`src/rtl/dma_mem_port.sv`:
```
module dma_mem_port #(
  parameter int AW = 8,
  parameter int DW = 16
) (
  input  logic          clk,
  input  logic          rst_n,
  input  logic          byte_mode,
  input  logic          addr_float,
  input  logic          start,
  input  logic          wr,
  input  logic [AW-1:0] addr,
  input  logic [DW-1:0] wdata,
  output logic [DW-1:0] rdata,
  output logic          done,
  output logic          bus_req,
  input  logic          ack_n,
  output logic [AW:0]   mem_addr_o,
  output logic          mem_addr_oe,
  output logic          mem_cs_n_o,
  output logic          mem_we_n_o,
  output logic [DW-1:0] mem_data_o,
  output logic          mem_data_oe,
  input  logic [DW-1:0] mem_data_i
);
  localparam int BW = DW / 2;

  typedef enum logic [2:0] {S_IDLE, S_REQ, S_SETUP, S_STROBE, S_HOLD} state_t;

  state_t        state;
  logic          lane, wr_q, mode_q;
  logic [AW-1:0] addr_q;
  logic [DW-1:0] wdata_q;
  logic [BW-1:0] wbyte;
  logic          last, active, own;

  assign last   = !mode_q || lane;
  assign active = (state == S_SETUP) || (state == S_STROBE) || (state == S_HOLD);
  assign own    = active && !ack_n;
  assign wbyte  = lane ? wdata_q[DW-1:BW] : wdata_q[BW-1:0];

  assign bus_req     = (state != S_IDLE);
  assign done        = (state == S_HOLD) && last;
  assign mem_addr_oe = own && !addr_float;
  assign mem_addr_o  = {addr_q, mode_q ? lane : 1'b1};
  assign mem_cs_n_o  = !(state == S_STROBE);
  assign mem_we_n_o  = !((state == S_STROBE) && wr_q);
  assign mem_data_oe = own && wr_q;
  assign mem_data_o  = mode_q ? {2{wbyte}} : wdata_q;

  always_ff @(posedge clk or negedge rst_n) begin
    if (!rst_n) begin
      state   <= S_IDLE;
      lane    <= 1'b0;
      wr_q    <= 1'b0;
      mode_q  <= 1'b0;
      addr_q  <= '0;
      wdata_q <= '0;
      rdata   <= '0;
    end else begin
      case (state)
        S_IDLE: if (start) begin
          state   <= S_REQ;
          lane    <= 1'b0;
          wr_q    <= wr;
          mode_q  <= byte_mode;
          addr_q  <= addr;
          wdata_q <= wdata;
        end
        S_REQ:    if (!ack_n) state <= S_SETUP;
        S_SETUP:  state <= S_STROBE;
        S_STROBE: begin
          state <= S_HOLD;
          if (!wr_q) begin
            if (!mode_q)   rdata <= mem_data_i;
            else if (lane) rdata[DW-1:BW] <= mem_data_i[DW-1:BW];
            else           rdata[BW-1:0]  <= mem_data_i[BW-1:0];
          end
        end
        S_HOLD: begin
          if (last) state <= S_IDLE;
          else begin
            lane  <= 1'b1;
            state <= S_SETUP;
          end
        end
        default: state <= S_IDLE;
      endcase
    end
  end
endmodule

```
`config.mk`:
```
export PLATFORM = sky130hd
export DESIGN_NAME = dma_mem_port
export DESIGN_NICKNAME = d
export VERILOG_FILES = /design/src/rtl/dma_mem_port.sv
export SDC_FILE = /design/constraint.sdc
export NUM_CORES = 1
export LEC_CHECK = 0
export BUFFER_PORTS_ARGS = -buffer_cell sky130_fd_sc_hd__buf_4
export CORE_MARGIN = 1.5
export CORE_UTILIZATION = 48
export CTS_BUF_LIST = sky130_fd_sc_hd__clkbuf_4 sky130_fd_sc_hd__clkbuf_8
export DETAILED_ROUTE_END_ITERATION = 16
export PLACE_DENSITY = 0.91
export SKIP_LAST_GASP = 1
export SLEW_MARGIN = 5
export SYNTH_ARGS = -nofsm -noshare
export SYNTH_HDL_FRONTEND = slang
export SYNTH_SLANG_ARGS = --single-unit
```
`constraint.sdc`:
```
create_clock -name clk -period 3.1 [get_ports clk]
set_input_delay 0.465 -clock clk [delete_from_list [all_inputs] [get_ports clk]]
set_output_delay 0.465 -clock clk [all_outputs]
set_load 0.02 [all_outputs]
```
==> results of run 1 <==
-- final timing paths --
kind	from	end	slack (ps)	depth (start not counted)
max in group asynchronous	rst_n	wdata_q[5]	2560	1
min in group clk	addr[0]	addr_q[0]	380	2
setup / recovery	lane	done	940	5
hold / removal	rst_n	rdata[9]	160	1
setup reg to reg	state[2]	rdata[6]	1210	4
hold reg to reg	addr_q[7]	addr_q[7]	490	1
-- power by group through the flow --
stage | logic [mW] | registers, mW | clock network, mW
2_1_floorplan | 1.00 | 1.26 | 0
3_3_place_gp | 1.77 | 1.13 | 0
3_5_place_dp | 1.80 | 1.15 | 0
4_1_cts | 1.81 | 1.13 | 0.353
5_1_grt | 1.90 | 1.18 | 0.380
6_report | 1.78 | 1.13 | 0.343
-- Yosys cell counts, types with 2 or more instances --
master,n
inv_2,2
buf_6,5
or3_1,2
buf_4,2
dfrtp_1,46
a21oi_1,2
mux2_1,26
nand2_1,28
mux2_4,16
nor3b_1,2
nor2_8,2
nor2_1,5
mux2_2,8
-- kinds of logic after synthesis --
family          Yosys count  share of synthesized area, %
mux                      51                          29.6
flops                    46                          53.8
simple gates             45                          11.2
buf+inv                  11                          4.03
compound gates            5                          1.40
-- area by class of cell --
type                            count  area [um2]  area share, %
Sequential cell                    46        1150           39.5
Multi-Input combinational cell    101         903           31.0
Timing Repair Buffer               94         706           24.2
Clock buffer                        5        68.8           2.36
Tap cell                           52        65.1           2.23
Inverter                            3        11.3          0.386
Clock inverter                      2        10.0          0.343
-- layer usage --
layer	global-route usage [%]	vias up	wire length, um
li1	-	727	-
met1	27.0	733	1890
met2	27.8	67	2040
met3	7.12	4	367
met4	4.49	0	34
met5	0	-	0
-- sequential cells by signal, indices dropped and copies added, names as in the netlist --
name	flops
rdata	16
wdata_q	16
addr_q	8
state	3
lane	1
mode_q	1
wr_q	1
==> out/metrics.yaml, run 1 <==
dieWidth_um: 69.8
worstHoldPathType: "input port to async pin"
ys_types: 25
dpl_cell_area_um2: 2840
yosysSeqAreaShare_pct: 53.8
grt.overflow.total: 0
die_height_um: 69.8
design_area_um2: 2920
slew_viol_final: 0
final_common_cell: "buf_4"
port_buffers: 93
ys_async_sr_fraction_pct: 100
setup_violations: 0
crit_path_start_kind: "flip-flop"
critical-path-max-stage-delay_ps: 410
cp_cell_sequence: "nor2b_1 -> buf_4 -> inv_2 -> and3_1 -> buf_4"
critical_path.max_fanout: 10
crit_type: "flip-flop to output port"
cts_resized: 0
synthCells: 158
p_seq_share_pct: 34.8
dp_hpwl_mm: 3.16
fmax_mhz: 463
synth-main-ff-cell: "dfrtp_1"
final_cell_mix: "94 x buf_4, 46 x dfrtp_1, 28 x nand2_1, 26 x mux2_1, 16 x mux2_4"
drv_cap: 0
cts_tree: "yes"
hold_viol_final: 0
drive_gt1_share_pct: 52.2
yosys.area.top_type: "dfrtp_1"
ctsHoldBuffers: 0
netlist.area_leader.share_pct: 53.8
antenna_left: 0
synth-edff-count: 0
yosys_register_bits: 46
finalWirelength_mm: 4.34
cpMostUsedCell: "buf_4"
required_ps: 2630
layout.nets: 298
wl_per_cell_um: 14.3
syn_nets: 205
place_inst: 296
min_period_ps: 2160
cts_max_level: 2
synthTopCellsByArea: "dfrtp_1 54%, mux2_1 14%, mux2_4 11%"
clk_latency_ps: 300
synth.avg_cell_area_um2: 13.5
drtIter0Drc: 63
initial_core_util_pct: 49.5
power_frac_comb_pct: 54.7
io_pins: 94
worst_pin_slew_ps: 566
synth_area_um2: 2140
cts-root-buf: "clkbuf_8"
internal-power_mw: 1.95
arrival_ps: 1690
setup_slack_ps: 942
cts_buffers: 5
grt_pass1_wl_mm: 7.18
fill_cells: 368
crit_buf_inv: 3
gp_congestion: 0.716
utilization_pct: 67.4
area_growth_syn_to_layout_pct: 36.2
core_area_um2: 4320
post_cts_buffers: 0
layout.cells.non_filler: 303
vias: 1531
n_antenna_cell: 0
pwr-share-clk_pct: 10.5
power_mw: 3.26
antenna_found_initial: 0
fin_setup_tns_ps: 0
post-route-period-util_pct: 69.6
slowest_stage: "dfrtp_1"
whs_ps: 161
rsz0062_at_grt: "no"
cp_top_family: "simple AND/OR/NAND/NOR gates"
clock_sinks: 46
power_leakage_nw: 1.48
die_area_um2: 4870
grt_use_total_pct: 19.0
end_kind: "output port"
grt_max_degree: 47
first_pass_iters: 5
rows: 24
clk_pin_slew_ps: 80
clockBufferDepth: 2
fin_skew_ps: 6.78
status: "complete, no violations"
switchingPower_mw: 1.31
synth_warnings: 0
switching_share_pct: 40.3
grt_pass1_vias: 1453
slew_headroom_pct: 62.2
vias_per_cell: 5.05
peakVddDrop_mv: 0.700
drc_errors: 0
powerDensity_nw_per_um2: 1120
pre_cts_slack_ps: 1210
No activity file was read; power rests on OpenSTA's default activity.
==> run 2, diff against run 1 <==
Settings changed: ABC_AREA set to 1.
Clock period 3.1 ns to 2.2 ns, I/O delays scaled along.
==> run 2 against run 1 <==
Net effect:
- sequential power grew 35%
- synthesized cell count grew 61%
- clock power grew 83%
- critical path type unchanged
- largest cell class unchanged
- largest power group unchanged
==> out/metrics.yaml, run 2 <==
netlist.area_leader.share_pct: 54.4  # +0.64 points
status: "complete, no violations"
synthTopCellsByArea: "dfrtp_1 54%, nand2_1 20%, o21ai_0 7.1%"
rows: 23  # -4.2%
gp_congestion: 0.842  # +18%
drc_errors: 0  # unchanged
grtUsageMet1_pct: 28.1  # +1.1 points
use_met3_pct: 6.83  # -0.29 points
dieWidth_um: 69.4  # -0.57%
vias: 2016  # +32%
antenna_found_initial: 0  # unchanged
port_buffers: 93  # unchanged
synthTopCellsByCount: "110 x nand2_1, 46 x dfrtp_1, 30 x o21ai_0"
wl_per_cell_um: 13.3  # -6.8%
use_met2_pct: 40.7  # +13 points
utilization_pct: 71.1  # +3.7 points
rsz0062_at_grt: "no"
power_leakage_nw: 1.60  # +7.8%
drive_gt1_share_pct: 32.8  # -19 points
initial_core_util_pct: 51.4  # +1.9 points
fill_cells: 354  # -3.8%
powerDensity_nw_per_um2: 1600  # +43%
end_kind: "output port"
synthCells: 254  # +61%
area_growth_syn_to_layout_pct: 38.4
drtIter0Drc: 133  # +110%
synth-edff-count: 0  # unchanged
fin_setup_tns_ps: 0  # unchanged
cts-root-buf: "clkbuf_8"
cts_max_level: 2  # unchanged
crit_buf_inv: 2  # -1
slowest_stage: "dfrtp_1"
cts_tree: "yes"
crit_type: "flip-flop to output port"
hold_viol_final: 0  # unchanged
synth.avg_cell_area_um2: 8.33  # -39%
post_cts_buffers: 0  # unchanged
crit_path_start_kind: "flip-flop"
vias_per_cell: 5.07  # +0.25%
n_antenna_cell: 0  # unchanged
grt-busiest-layer: "met2"
cts_buffers: 5  # unchanged
fin_skew_ps: 5.57  # -1.21 ps
cts_resized: 0  # unchanged
ff2ff_path_depth: 6  # +2
clk_pin_slew_ps: 80  # about the same
ys_types: 20  # -20%
path_depth: 4  # -1
yosys_register_bits: 46  # unchanged
slew_headroom_pct: 62.8  # +0.54 points
dp_hpwl_mm: 3.91  # +24%
fmax_mhz: 531
clock_sinks: 46  # unchanged
grt.overflow.total: 0  # unchanged
critical-path-max-stage-delay_ps: 410  # about the same
antenna_left: 0  # unchanged
arrival_ps: 1550  # -140 ps
r2r_slack_ps: 640  # -570 ps
io_pins: 94  # unchanged
ys_async_sr_fraction_pct: 100  # unchanged
final_common_cell: "nand2_1"
syn_nets: 301  # +47%
reg2reg_to: "rdata[4]"
worstHoldPathType: "input port to async pin"
cp_cell_sequence: "nand2_1 -> inv_1 -> o21ai_0 -> buf_4"
peakVddDrop_mv: 0.785  # +12%
clk_latency_ps: 290  # about the same
synth-main-ff-cell: "dfrtp_1"
slew_viol_final: 0  # unchanged
clockBufferDepth: 2  # unchanged
final_cell_mix: "110 x nand2_1, 93 x buf_4, 46 x dfrtp_1, 30 x o21ai_0, 19 x nand3_1"
synth_area_um2: 2120  # -1.2%
grt_max_degree: 47  # unchanged
grt_pass1_wl_mm: 9.10  # +27%
min_period_ps: 1880
core_area_um2: 4120  # -4.8%
die_area_um2: 4810  # -1.1%
crit_start: "mode_q"
r2r-start: "mode_q"
yosys.area.top_type: "dfrtp_1"
die_height_um: 69.4  # -0.57%
grt_pass1_vias: 2018  # +39%
post-route-period-util_pct: 85.7
first_pass_iters: 4  # -1
worst_pin_slew_ps: 558  # -8.04 ps
grt_use_total_pct: 23.5  # +4.6 points
cp-endpoint: "mem_data_o[7]"
setup_violations: 0  # unchanged
power_mw: 4.70  # +44%
yosysSeqAreaShare_pct: 54.4  # +0.64 points
drv_cap: 0  # unchanged
finalWirelength_mm: 5.31  # +22%
synth_warnings: 0  # unchanged
ctsHoldBuffers: 0  # unchanged
reg_top3: "rdata: 16 flops, wdata_q: 16 flops, addr_q: 8 flops"
layout.nets: 394  # +32%
critical_path.max_fanout: 15  # +5
synthMostInstantiatedCell: "nand2_1"
cp_top_family: "flip-flops"
required_ps: 1870  # -760 ps
-- run 2: how the worst min path moves through the flow --
stage | start | endpoint | slack, ps | cells after the start
2_1_floorplan | rst_n | addr_q[0] | 30 | 0
5_1_grt | rst_n | addr_q[2] | 60 | 1
3_5_place_dp | rst_n | addr_q[2] | 370 | 1
3_3_place_gp | rst_n | wdata_q[12] | 360 | 1
4_1_cts | rst_n | addr_q[2] | 40 | 1
6_report | rst_n | wdata_q[9] | 30 | 1
-- run 2: power breakdown --
group / switching, mW / leakage, nW / internal, mW
logic: 1.58 / 0.973 / 0.966
registers: 0.268 / 0.567 / 1.25
clock network: 0.264 / 0.0593 / 0.365
total: 2.11 / 1.60 / 2.59
-- run 2: through the flow --
step	cells	worst slack [ps]	area (um2)	hold WS [ps]
detailed placement	390	641	2810	365
global placement	390	664	2810	361
floorplan	254	548	2120	34.4
global route	398	197	2930	55.1
finish	398	315	2930	25.9
CTS	398	313	2930	41.1
-- run 2: final cells by class --
cell class	instances	area [um2]	share of cell area, %
Sequential cell	46	1150	39.3
Multi-Input combinational cell	181	822	28.1
Timing Repair Buffer	93	698	23.8
Clock buffer	7	83.8	2.86
Inverter	20	80.1	2.74
Tap cell	50	62.6	2.14
Clock inverter	1	30.0	1.03
-- run 2: kinds of logic after synthesis --
group	count (synthesis)	synth area share (%)
compound gates	35	8.81
flops	46	54.4
buf+inv	27	6.74
simple gates	146	30.0
-- run 2: worst register-to-register path, cell delays in order, from the launching register on --
cell	delay, ps
dfrtp_1	410
nand2_1	330
inv_1	180
nor2_4	230
nand2_2	160
nand2_1	100
nand2_1	50
-- run 2: routing by layer --
metal  vias to the layer above  wire length (um)
met1                       930              2020
met3                         9               364
met4                         0                94
met5                         -                 0
met2                        96              2830
li1                        981                 -
